==> src/rtl/flag_alu_pkg.sv <==
// Package: operation codes, flag bit positions and the per-operation flag
// write mask shared by the ALU and its checker.
package flag_alu_pkg;

    typedef logic [3:0] op_code_t;

    localparam op_code_t OP_ADD = 4'd0;
    localparam op_code_t OP_SUB = 4'd1;
    localparam op_code_t OP_AND = 4'd2;
    localparam op_code_t OP_OR  = 4'd3;
    localparam op_code_t OP_XOR = 4'd4;
    localparam op_code_t OP_SHL = 4'd5;
    localparam op_code_t OP_SHR = 4'd6;
    localparam op_code_t OP_ROL = 4'd7;
    localparam op_code_t OP_ROR = 4'd8;
    localparam op_code_t OP_CMP = 4'd9;
    localparam op_code_t OP_BIT = 4'd10;
    localparam op_code_t OP_INC = 4'd11;
    localparam op_code_t OP_DEC = 4'd12;

    localparam int NUM_FLAGS = 4;
    localparam int FL_C = 0;
    localparam int FL_Z = 1;
    localparam int FL_V = 2;
    localparam int FL_N = 3;

    typedef logic [NUM_FLAGS-1:0] flag_vec_t;

    // Flags owned by each operation ({N,V,Z,C}); unknown codes own none.
    function automatic flag_vec_t owned_flags(op_code_t op);
        case (op)
            OP_ADD, OP_SUB:                 return 4'b1111;
            OP_AND, OP_OR, OP_XOR:          return 4'b1010;
            OP_SHL, OP_SHR, OP_ROL, OP_ROR: return 4'b1011;
            OP_CMP:                         return 4'b1011;
            OP_BIT:                         return 4'b1110;
            OP_INC, OP_DEC:                 return 4'b1010;
            default:                        return 4'b0000;
        endcase
    endfunction

endpackage

==> src/rtl/flag_alu_addsub.sv <==
// Module: flag_alu_addsub
// Ripple-free binary adder: x + y + cin, with carry-out and signed overflow.
// Assumes the caller pre-inverts y for subtraction and compare.
module flag_alu_addsub #(
    parameter int WIDTH = 8
) (
    input  logic [WIDTH-1:0] x,
    input  logic [WIDTH-1:0] y,
    input  logic             cin,
    output logic [WIDTH-1:0] sum,
    output logic             cout,
    output logic             ovf
);
    localparam int MSB = WIDTH - 1;

    logic [WIDTH:0] wide;

    // Full-width sum including the carry bit above the MSB.
    always_comb begin
        wide = {1'b0, x} + {1'b0, y} + {{WIDTH{1'b0}}, cin};
    end

    assign sum  = wide[MSB:0];
    assign cout = wide[WIDTH];
    // Signed overflow: equal operand signs that differ from the sum sign.
    assign ovf  = (x[MSB] == y[MSB]) && (sum[MSB] != x[MSB]);
endmodule

==> src/rtl/flag_alu_shift.sv <==
// Module: flag_alu_shift
// One-place shift/rotate network. dir_left picks direction, use_carry picks
// whether the vacated bit takes the incoming carry (rotate) or 0 (shift).
module flag_alu_shift #(
    parameter int WIDTH = 8
) (
    input  logic [WIDTH-1:0] din,
    input  logic             cin,
    input  logic             dir_left,
    input  logic             use_carry,
    output logic [WIDTH-1:0] dout,
    output logic             cout
);
    localparam int MSB = WIDTH - 1;

    logic fill_bit;

    assign fill_bit = use_carry & cin;

    // Per-bit source selection for both directions.
    for (genvar i = 0; i < WIDTH; i++) begin : g_bit
        logic from_low;
        logic from_high;
        if (i == 0) begin : g_lsb
            assign from_low = fill_bit;
        end else begin : g_mid_lo
            assign from_low = din[i-1];
        end
        if (i == MSB) begin : g_msb
            assign from_high = fill_bit;
        end else begin : g_mid_hi
            assign from_high = din[i+1];
        end
        assign dout[i] = dir_left ? from_low : from_high;
    end

    // The bit pushed out of the word goes to carry.
    assign cout = dir_left ? din[MSB] : din[0];
endmodule

==> src/rtl/flag_alu_logic.sv <==
// Module: flag_alu_logic
// Bitwise unit: sel 0 = AND, 1 = OR, 2 = XOR, 3 = AND (used by bit test).
module flag_alu_logic #(
    parameter int WIDTH = 8
) (
    input  logic [WIDTH-1:0] a,
    input  logic [WIDTH-1:0] b,
    input  logic [1:0]       sel,
    output logic [WIDTH-1:0] y
);
    // Select the bitwise function.
    always_comb begin
        case (sel)
            2'd1:    y = a | b;
            2'd2:    y = a ^ b;
            default: y = a & b;
        endcase
    end
endmodule

==> src/rtl/flag_alu.sv <==
// Module: flag_alu (top)
// Combinational ALU for an accumulator machine. Decodes op_sel, steers the
// operands into the adder, shifter or logic unit, forms new flags, and merges
// them with flags_in under a per-flag write mask. Assumes WIDTH >= 2 and
// binary arithmetic only.
module flag_alu
    import flag_alu_pkg::*;
#(
    parameter int WIDTH = 8
) (
    input  logic [3:0]       op_sel,
    input  logic [WIDTH-1:0] opnd_a,
    input  logic [WIDTH-1:0] opnd_m,
    input  logic [3:0]       flags_in,
    output logic [WIDTH-1:0] result,
    output logic             res_we,
    output logic [3:0]       flags_out,
    output logic [3:0]       flag_we
);
    localparam int MSB = WIDTH - 1;

    logic [WIDTH-1:0] as_y;
    logic             as_cin;
    logic [WIDTH-1:0] as_sum;
    logic             as_cout;
    logic             as_ovf;
    logic             sh_left;
    logic             sh_rot;
    logic [WIDTH-1:0] sh_out;
    logic             sh_cout;
    logic [1:0]       lg_sel;
    logic [WIDTH-1:0] lg_out;
    logic [WIDTH-1:0] raw_res;
    logic             raw_we;
    logic             nf_c;
    logic             nf_v;
    logic [WIDTH-1:0] nz_src;
    logic             nf_n;
    flag_vec_t        new_flags;
    flag_vec_t        mask;

    // Adder operand steering: add, inverted-borrow subtract, compare, +1, -1.
    always_comb begin
        as_y   = opnd_m;
        as_cin = flags_in[FL_C];
        case (op_sel)
            OP_SUB: as_y = ~opnd_m;
            OP_CMP: begin
                as_y   = ~opnd_m;
                as_cin = 1'b1;
            end
            OP_INC: begin
                as_y   = '0;
                as_cin = 1'b1;
            end
            OP_DEC: begin
                as_y   = '1;
                as_cin = 1'b0;
            end
            default: ;
        endcase
    end

    // Shifter control from the op code.
    always_comb begin
        sh_left = (op_sel == OP_SHL) || (op_sel == OP_ROL);
        sh_rot  = (op_sel == OP_ROL) || (op_sel == OP_ROR);
    end

    // Logic unit function select.
    always_comb begin
        case (op_sel)
            OP_OR:   lg_sel = 2'd1;
            OP_XOR:  lg_sel = 2'd2;
            OP_BIT:  lg_sel = 2'd3;
            default: lg_sel = 2'd0;
        endcase
    end

    flag_alu_addsub #(.WIDTH(WIDTH)) addsub_i (
        .x    (opnd_a),
        .y    (as_y),
        .cin  (as_cin),
        .sum  (as_sum),
        .cout (as_cout),
        .ovf  (as_ovf)
    );

    flag_alu_shift #(.WIDTH(WIDTH)) shift_i (
        .din       (opnd_a),
        .cin       (flags_in[FL_C]),
        .dir_left  (sh_left),
        .use_carry (sh_rot),
        .dout      (sh_out),
        .cout      (sh_cout)
    );

    flag_alu_logic #(.WIDTH(WIDTH)) logic_i (
        .a   (opnd_a),
        .b   (opnd_m),
        .sel (lg_sel),
        .y   (lg_out)
    );

    // Result select, write strobe, and carry/overflow candidates per op.
    always_comb begin
        raw_res = '0;
        raw_we  = 1'b0;
        nf_c    = flags_in[FL_C];
        nf_v    = flags_in[FL_V];
        nz_src  = '0;
        case (op_sel)
            OP_ADD, OP_SUB: begin
                raw_res = as_sum;
                raw_we  = 1'b1;
                nf_c    = as_cout;
                nf_v    = as_ovf;
                nz_src  = as_sum;
            end
            OP_AND, OP_OR, OP_XOR: begin
                raw_res = lg_out;
                raw_we  = 1'b1;
                nz_src  = lg_out;
            end
            OP_SHL, OP_SHR, OP_ROL, OP_ROR: begin
                raw_res = sh_out;
                raw_we  = 1'b1;
                nf_c    = sh_cout;
                nz_src  = sh_out;
            end
            OP_CMP: begin
                nf_c   = as_cout;
                nz_src = as_sum;
            end
            OP_BIT: begin
                nf_v   = opnd_m[MSB-1];
                nz_src = lg_out;
            end
            OP_INC, OP_DEC: begin
                raw_res = as_sum;
                raw_we  = 1'b1;
                nz_src  = as_sum;
            end
            default: ;
        endcase
    end

    // Negative comes from the memory operand for bit test, else the source.
    always_comb begin
        nf_n = (op_sel == OP_BIT) ? opnd_m[MSB] : nz_src[MSB];
    end

    // Gather the candidate flag vector and the ownership mask.
    always_comb begin
        new_flags       = '0;
        new_flags[FL_C] = nf_c;
        new_flags[FL_Z] = (nz_src == '0);
        new_flags[FL_V] = nf_v;
        new_flags[FL_N] = nf_n;
        mask            = owned_flags(op_sel);
    end

    // Per-flag merge: owned flags take the new value, the rest pass through.
    for (genvar f = 0; f < NUM_FLAGS; f++) begin : g_merge
        assign flags_out[f] = mask[f] ? new_flags[f] : flags_in[f];
    end

    assign flag_we = mask;
    assign res_we  = raw_we;
    assign result  = raw_we ? raw_res : '0;
endmodule

==> config.mk <==
export PLATFORM = sky130hd
export DESIGN_NAME = flag_alu
export DESIGN_NICKNAME = d
export VERILOG_FILES = /design/src/rtl/flag_alu_pkg.sv /design/src/rtl/flag_alu_addsub.sv /design/src/rtl/flag_alu_shift.sv /design/src/rtl/flag_alu_logic.sv /design/src/rtl/flag_alu.sv
export SDC_FILE = /design/constraint.sdc
export NUM_CORES = 1
export LEC_CHECK = 0
export BUFFER_PORTS_ARGS = -buffer_cell sky130_fd_sc_hd__buf_2
export CAP_MARGIN = 10
export CORE_MARGIN = 2
export CORE_UTILIZATION = 50
export DETAILED_ROUTE_END_ITERATION = 10
export GPL_TIMING_DRIVEN = 1
export PLACE_DENSITY = 0.78
export SLEW_MARGIN = 5
export SYNTH_ARGS = -nofsm -noshare
export SYNTH_HDL_FRONTEND = slang
export SYNTH_SLANG_ARGS = --single-unit
==> constraint.sdc <==
create_clock -name vclk -period 8.7
set_clock_uncertainty 0.2 [all_clocks]
set_input_delay 1.305 -clock vclk [all_inputs]
set_output_delay 1.305 -clock vclk [all_outputs]
set_load 0.01 [all_outputs]
Word level (Yosys, flattened, before mapping)
Memory sizes are Yosys's and may differ from the RTL's.
Index checks and enable logic that the tools add are counted.
{"block": "op_classes", "n_eq_ne": 16, "reduce_logical": 15, "n_addsub": 2, "muxes": 24, "bitwise_logic": 5}
{"operator": "$pmux W8 S3", "n": 3}
{"operator": "$eq A4 B4 Y1 const B", "n": 5}
{"operator": "$eq A4 B3 Y1 const B", "n": 4}
{"operator": "$pmux W8 S2", "n": 1}
{"operator": "$mux W1", "n": 15}
{"operator": "$reduce_or A4 Y1", "n": 3}
{"operator": "$reduce_or A11 Y1", "n": 1}
{"operator": "$add A8 B8 Y9", "n": 1}
{"operator": "$add A9 B1 Y9", "n": 1}
{"operator": "$and A8 B8 Y8", "n": 1}
{"operator": "$eq A4 B2 Y1 const B", "n": 2}
{"operator": "$logic_not A8 Y1", "n": 1}
{"operator": "$mux W8", "n": 1}
{"operator": "$not A8 Y8", "n": 1}
{"operator": "$or A8 B8 Y8", "n": 1}
{"operator": "$xor A8 B8 Y8", "n": 1}
{"operator": "$pmux W1 S2", "n": 3}
{"operator": "$pmux W2 S3", "n": 1}
{"operator": "$reduce_or A2 Y1", "n": 3}
{"operator": "$reduce_or A3 Y1", "n": 2}
{"operator": "$reduce_or A5 Y1", "n": 1}
{"operator": "$eq A4 B1 Y1 const B", "n": 1}
{"operator": "$logic_not A4 Y1", "n": 1}
{"operator": "$eq A2 B1 Y1 const B", "n": 1}
{"operator": "6 further kinds", "n": 7}
{"block": "totals", "wordCells": 63, "mem_bits_ro": 64, "register_bits": 0, "mem_count": 1, "out_inout_bits": 17}
{"memory": "(name not given)", "depth": 16, "width": 4, "rd": 1, "rd_clocked_by_memory_dff": 0, "wr": 0, "line": "flag_alu_pkg.sv:31", "text": "case (op)"}

Logic depth before layout (Yosys ltp)
Gate-level depths: netlist of the first run.
{"block": "depth", "ltp_word": 9, "mapped_depth": 14, "ltp_nobuf": 12}

Modules after synthesis
From an unflattened synthesis of the first run, not the netlist that was laid out.
{"block": "hier_totals", "cells_unflattened": 248, "area_unflattened_um2": 1689.1}
{"mod": "flag_alu", "area_per_inst_um2": 726.9, "n_inst": 1, "cells_each": 122, "seq_area_each_um2": 0.0}
{"mod": "flag_alu_logic", "area_per_inst_um2": 481.7, "n_inst": 1, "cells_each": 70, "seq_area_each_um2": 0.0}
{"mod": "flag_alu_addsub", "area_per_inst_um2": 341.6, "n_inst": 1, "cells_each": 42, "seq_area_each_um2": 0.0}
{"mod": "flag_alu_shift", "area_per_inst_um2": 138.9, "n_inst": 1, "cells_each": 14, "seq_area_each_um2": 0.0}

Least setup slack after synthesis of the first run
OpenSTA, ideal clock, no wires.
{"block": "synth_path", "path_kind": "input -> output", "startpoint": "input op_sel[3]", "endpoint": "output flags_out[1]", "arrival_time_ns": 3.878, "slack_ns": 3.317, "path_buffers": 2, "path_stages": 13, "cell_sequence": "buf_6 clkbuf_1 o21ai_1 a22o_1 fa_1 inv_1 fa_1 nand2b_1 a21oi_1 o31a_1 o2111ai_1 o31ai_2 a32o_1"}
{"block": "synth_between", "elab_chain_len": 8, "word_cells_on_any_way": 41, "cone_classes": "add/sub: 2; eq/ne: 14; mux: 14; bitwise: 1; reduce/logical: 9; memory: 1"}
{"item": "from (decl)", "line": "flag_alu.sv:11", "text": "input logic [3:0] op_sel,"}
{"item": "$eq A4 B4 Y1 / $eq A4 B1 Y1 (equally long branches)", "line": "flag_alu.sv:46, flag_alu.sv:112"}
{"item": "$reduce_or A2 Y1 (no source line)"}
{"item": "$pmux W8 S3", "line": "flag_alu.sv:46", "text": "case (op_sel)"}
{"item": "$add A8 B8 Y9", "line": "flag_alu_addsub.sv:20", "text": "wide = {1'b0, x} + {1'b0, y} + {{WIDTH{1'b0}}, cin};"}
{"item": "$add A9 B1 Y9", "line": "flag_alu_addsub.sv:20"}
{"item": "$pmux W8 S3", "line": "flag_alu.sv:112", "text": "case (op_sel)"}
{"item": "$logic_not A8 Y1", "line": "flag_alu.sv:157", "text": "new_flags[FL_Z] = (nz_src == '0);"}
{"item": "$mux W1 *", "line": "flag_alu.sv:165", "text": "assign flags_out[f] = mask[f] ? new_flags[f] : flags_in[f];"}
{"item": "to (decl)", "line": "flag_alu.sv:17", "text": "output logic [3:0] flags_out,"}
Mark *: on every way between the ends. The rest lies on a longest branch, timed or not.

Worst setup path in the final report of the first run
{"block": "layout_path", "startpoint": "input op_sel[1]", "endpoint": "output flags_out[1]"}
Same word-level chain as after synthesis.

==> results by group, run 1 <==
Global route
  – Initial antenna violation count: 0
  – First-pass GRT wire length: about 8000 microns
  – Grt ovf: 0
  – Largest net degree at the start of global routing: 25
  – Vias in the first global route: 1,649
  – All-layer global routing usage: 0.268

Logic synthesis
  – Syn_area_per_cell: roughly 6.8 sq um
  – Commonest cells in the netlist: inv_1, ha_1, a21oi_1
  – Cells after Synth: roughly 250
  – Synth Warn #: 0
  – Synth Net Count: 299
  – Most common cell in the synthesized netlist: inv_1
  – Synth area leaders: ha_1, a21oi_1, inv_1
  – Netlist cell types: 59
  – Synth top area share: 0.195
  – Most area-hungry cell type in the Yosys netlist: ha_1
  – Mapped cell area: ~1700 sq um
  – Register area share after synthesis: 0

Run status
  – Outcome: finished clean

Worst hold path
  – Hold Crit Class: input pin to primary output
  – Hold path startpoint: flags_in[3]

Floorplan
  – Core Rows: 20
  – Initial Utilization: 0.534
  – I/O pins: 41
  – DIE AREA: between 3000 and 4000 sq um
  – Die Y: between 60 and 70 microns
  – Die W: 61.8 microns
  – Core area: about 3100 sq um

STA
  – Sum Neg Setup Slack: 0 ns
  – Worst-Margin Slew: between 0.5 and 0.6 ns
  – Worst Setup Slack, final: approximately 2.8 ns
  – Period utilisation layout: 0.684
  – Final setup violation count: 0
  – Worst rel slew slack: 0.650
  – RSZ-0062 raised after global routing: no
  – Slew Viols, Final: 0
  – Highest Clock Rate: around 170 MHz
  – Hold Fails Final Rpt: 0
  – Minimum clock period: slightly below 6 ns

Placement
  – Placer Congestion: roughly 0.94
  – Port bufs: 41
  – Post-DP HPWL: between 4000 and 5000 microns
  – Post-Place Cells: approximately 320
  – Place WS: ~2.8 ns

Detailed routing
  – Routed WL: 5030 microns
  – Wire per inst: 15.7 microns
  – DR vias: 1,977
  – ANT nets after route: 0
  – Avg Vias per Cell: ~6.2
  – DRC: 0
  – TritonRoute pass-1 iters: 6
  – Iteration-0 DRC Markers: roughly 170

Layout
  – Register Area: 0 sq um
  – Layout area overhead: 11.2%
  – Layout Nets: around 330
  – Final cell count without fillers: 321
  – Flip-flop and latch count: 0
  – Multi-input gate area: roughly 1500 sq um
  – Fillers: between 300 and 400
  – Antenna Cells: 0
  – Share of layout cells above drive strength 1: 0.184
  – Clock buffer cells: 0

Setup path
  – Max incr delay on CP: approximately 0.5 ns
  – Crit Path Category: input pin to primary output
  – Crit-path cells: buf_2, inv_1, o21ai_1, a22o_1, fa_1, inv_1, fa_1, nand2b_1, a21oi_1, o32ai_1, o2111ai_1, o31ai_2, a32o_1, buf_2
  – Worst Path Arrival: ~4.4 ns
  – Peak fanout along the critical path: 16
  – CP startpoint: op_sel[1]
  – Critical Path End Type: primary output
  – Buf/Inv on CP: 4
  – Slowest CP cell: o21ai_1
  – Crit path max-delay family: compound AO/OA/AOI/OAI gates
  – Worst Setup Start Kind: input pin
  – Req. time, crit path: around 7.2 ns

Power
  – P_leak: slightly below 0.9 nW
  – Psw: about 0.077 mW
  – Power Internal: about 0.051 mW
  – Flop pwr share: 0
  – Maximum vdd drop: 0.0000267 V
  – Pwr per Cell Area: a little under 70 nW/um^2
  – Clock Power Share: 0
  – Switch share: 0.600
  – Logic pwr share: 1.000

Clock tree
  – Hold_buf cts: 0
  – Post-CTS Setup Bufs: 0
  – Post-cts resize count: 0

Run
  – Max cap viols: 0
[cells by family (layout without fill, tap and decap cells)]
logic type,Yosys count,in the layout,synth area share
xor gates and xnor gates,5,5,0.0262
AOI/OAI and AO/OA,92,92,0.372
and+or+nand+nor,81,81,0.265
muxes,2,2,0.0120
adders and majority gates,28,28,0.219
buffers and inverters,39,69,0.106
[power groups by stage]
stage          combinational (mW)  sequential (mW)  clock [mW]
2_1_floorplan              0.0889                0           0
3_3_place_gp                0.125                0           0
3_5_place_dp                0.126                0           0
4_1_cts                     0.127                0           0
5_1_grt                     0.142                0           0
6_report                    0.128                0           0
[metal layers]
| layer | up-vias | global-route usage | part of all wire |
|---|---|---|---|
| met3 | 9 | 0.0166 | 0.068 |
| met5 | - | 0 | 0 |
| met1 | 918 | 0.381 | 0.46 |
| met4 | 0 | 0.0182 | 0.0078 |
| met2 | 89 | 0.465 | 0.47 |
| li1 | 961 | - | - |
[placed cells by master, fill, tap and decap left out, types with 4 or more instances in the layout]
cell type and n:
a21oi_1 23, a22o_1 7, a31oi_1 4, buf_2 41, ha_1 26, inv_1 27, nand2_1 19, nand2b_1 12
nand3b_1 5, nor2_1 12, nor2b_1 7, nor3_1 5, o21a_1 4, o21ai_0 19, o21ai_1 4, o221ai_1 4
or2_1 4
[worst paths after layout]
check,to,slack [ns],depth (start not counted)
min,flags_out[3],2.71,4
max,flags_out[1],2.75,14
[layout make-up]
class / instances / share of cell area
multi-input combinational: 208 / 0.803
timing repair buffer: 41 / 0.110
inverter: 28 / 0.0565
tap: 44 / 0.0296
[stage by stage]
stage / util / area, sq um / power (mW) / hold WS, ns
final: 0.594 / 1860 / 0.128 / 2.71
after global routing: 0.594 / 1860 / 0.142 / 2.73
after CTS: 0.594 / 1860 / 0.127 / 2.70
after detailed placement: 0.594 / 1860 / 0.126 / 2.70
after global placement: 0.594 / 1860 / 0.125 / 2.70
after floorplan: - / 1670 / 0.0889 / 2.53
(Power assumes the default switching activity.)
==> run 2, diff against run 1 <==
--- a/config.mk
+++ b/config.mk
@@ -5,13 +5,14 @@
 export SDC_FILE = /design/constraint.sdc
 export NUM_CORES = 1
 export LEC_CHECK = 0
+export ABC_AREA = 1
 export BUFFER_PORTS_ARGS = -buffer_cell sky130_fd_sc_hd__buf_2
 export CAP_MARGIN = 10
 export CORE_MARGIN = 2
 export CORE_UTILIZATION = 50
 export DETAILED_ROUTE_END_ITERATION = 10
 export GPL_TIMING_DRIVEN = 1
-export PLACE_DENSITY = 0.78
+export PLACE_DENSITY = 0.79
 export SLEW_MARGIN = 5
 export SYNTH_ARGS = -nofsm -noshare
 export SYNTH_HDL_FRONTEND = slang
==> constraint.sdc (replaced) <==
create_clock -name vclk -period 5.7
set_clock_uncertainty 0.2 [all_clocks]
set_input_delay 0.855 -clock vclk [all_inputs]
set_output_delay 0.855 -clock vclk [all_outputs]
set_load 0.01 [all_outputs]
==> results by group, run 2 <==
Logic synthesis
  – Most common cell in the synthesized netlist: nand2_1
  – Mapped cell area: 1620 sq um (-2.9%)
  – Synth Warn #: 0 (unchanged)
  – Synth top area share: 0.210 (+0.0159)
  – Syn_area_per_cell: 5.46 sq um (-19%)
  – Cells after Synth: 297 (+20%)
  – Register area share after synthesis: 0 (unchanged)
  – Synth area leaders: nand2_1, ha_1, inv_1
  – Netlist cell types: 32 (-46%)
  – Most area-hungry cell type in the Yosys netlist: nand2_1
  – Synth Net Count: 349 (+17%)
  – Commonest cells in the netlist: nand2_1, inv_1, nand3_1

Detailed routing
  – DRC: 0 (unchanged)
  – Wire per inst: 11.9 microns (-24%)
  – DR vias: 1,974 (-0.15%)
  – Iteration-0 DRC Markers: 187 (+12%)
  – TritonRoute pass-1 iters: 5 (-1)
  – Avg Vias per Cell: 5.25 (-15%)
  – Routed WL: 4490 microns (-11%)
  – ANT nets after route: 0 (unchanged)

Run status
  – Outcome: finished clean

Layout
  – Register Area: 0 sq um (unchanged)
  – Antenna Cells: 0 (unchanged)
  – Layout area overhead: 13.8%
  – Most common cell after layout, fill and taps aside: nand2_1
  – Flip-flop and latch count: 0 (unchanged)
  – Share of layout cells above drive strength 1: 0.202 (+0.0177)
  – Final instance area: 1850 sq um (-0.67%)
  – Layout Nets: 386 (+17%)
  – Fillers: 331 (-0.30%)
  – Most frequent cells in the layout: nand2_1, inv_1, buf_2
  – Clock buffer cells: 0 (unchanged)
  – Multi-input gate area: 1370 sq um (-8.6%)

STA
  – Worst rel slew slack: 0.718 (+0.0673)
  – Slew Viols, Final: 0 (unchanged)
  – Period utilisation layout: 0.812
  – RSZ-0062 raised after global routing: no
  – Worst-Margin Slew: 0.423 ns (-0.0980 ns)
  – Hold Fails Final Rpt: 0 (unchanged)
  – Worst Setup Slack, final: 1.07 ns (-1.68 ns)
  – Highest Clock Rate: ~220 MHz
  – Sum Neg Setup Slack: 0 ns (unchanged)
  – Minimum clock period: approximately 4.6 ns
  – Final setup violation count: 0 (unchanged)

Worst hold path
  – Hold Crit Class: input pin to primary output
  – Hold path startpoint: flags_in[1]

Power
  – Total Power: 0.192 mW (+50%)
  – Pwr per Cell Area: 104 nW/um^2 (+51%)
  – Maximum vdd drop: 0.0000496 V (+86%)
  – P_leak: 1.11 nW (+26%)

Global route
  – Largest net degree at the start of global routing: 16 (-36%)
  – All-layer global routing usage: 0.254 (-0.0135)
  – Vias in the first global route: 1,642 (-0.42%)
  – Initial antenna violation count: 0 (unchanged)
  – Grt ovf: 0 (unchanged)
  – First-pass GRT wire length: 7250 microns (-7.1%)

Floorplan
  – I/O pins: 41 (unchanged)
  – Die Y: 61.0 microns (-1.4%)
  – Initial Utilization: 0.527 (-0.00716)
  – Core Rows: 20 (unchanged)
  – Core area: 3080 sq um (-1.6%)
  – DIE AREA: 3720 sq um (-2.7%)
  – Die W: 61.0 microns (-1.4%)

Clock tree
  – Post-cts resize count: 0 (unchanged)
  – Hold_buf cts: 0 (unchanged)
  – Post-CTS Setup Bufs: 0 (unchanged)

Setup path
  – Most frequent cell on the critical path: nand2_1
  – Slowest CP cell: fa_1
  – Crit-path cells: buf_2, inv_2, nand2_1, nor3_1, inv_2, o21ai_4, nor2_1, o22ai_1, fa_1, inv_1, fa_1, nand3b_1, nand2_1, nand2_1, nand2_1, nand2_1, a21oi_1, o21ai_0, nand3_1, buf_2
  – Crit Path Category: input pin to primary output
  – Max incr delay on CP: 0.39 ns (-0.10 ns)
  – CP startpoint: op_sel[0]
  – Peak fanout along the critical path: 8 (-8)
  – Worst Setup Start Kind: input pin
  – Req. time, crit path: 4.64 ns (-2.55 ns)
  – Critical Path End Type: primary output
  – Worst Path Arrival: 3.58 ns (-0.86 ns)

Placement
  – Placer Congestion: 1.00 (+6.8%)
  – Post-DP HPWL: 3770 microns (-8.1%)
  – Post-DP Area: 1850 sq um (-0.67%)
  – Place WS: 1.12 ns (-1.68 ns)
  – Port bufs: 41 (unchanged)

Run
  – Max cap viols: 0 (unchanged)
run 2: cell types whose count changed in the layout (fill, tap and decap cells not counted), sizes merged, moves of 6 or more:
cell / before / now
a21oi: 23 / 10
a22o: 7 / 0
inv: 28 / 57
nand2: 20 / 93
nand2b: 13 / 0
nand3: 2 / 31
nor2: 13 / 26
nor2b: 8 / 0
o21ai: 23 / 14
o22ai: 1 / 7
run 2: worst paths after layout:
path                      endpoint  depth (start not counted)
worst min-delay path  flags_out[1]                          4
worst max-delay path  flags_out[0]                         20
run 2: layout make-up:
| class | instances | share of cell area |
|---|---|---|
| multi-input combinational | 232 | 0.739 |
| timing repair buffer | 41 | 0.111 |
| inverter | 59 | 0.120 |
| tap | 44 | 0.0298 |
run 2: kinds of logic (layout without fill, tap and decap cells):
kind of cell,count (synthesis),in the layout,synth area share
and+or+nand+nor,160,160,0.431
adders and majority gates,28,28,0.225
xor gates and xnor gates,1,1,0.00540
AOI/OAI and AO/OA,43,43,0.180
buffers and inverters,65,100,0.159
run 2: stage by stage:
stage                util  std cells  hold slack, ns
global placement    0.600        376            1.79
floorplan               -        297            1.63
global route        0.600        376            1.83
finish              0.600        376            1.79
detailed placement  0.600        376            1.79
CTS                 0.600        376            1.79
run 2: worst max-delay path, delay by kind of cell:
family	cells	cell delay, ns
adder cells (fa/ha/maj)	2	0.62
AO/OA/AOI/OAI	4	0.62
buffers and inverters	5	0.52
AND/OR/NAND/NOR	9	0.95
run 2: report_power, final:
group          internal [mW]  switching [mW]
sequential                 0               0
clock                      0               0
combinational         0.0725           0.119
total                 0.0725           0.119
run 2: layer usage:
metal  global-route usage  wire (microns)
met1                0.345            2040
met2                0.447            2150
met3                    0             268
met4               0.0683              21
met5                    0               0
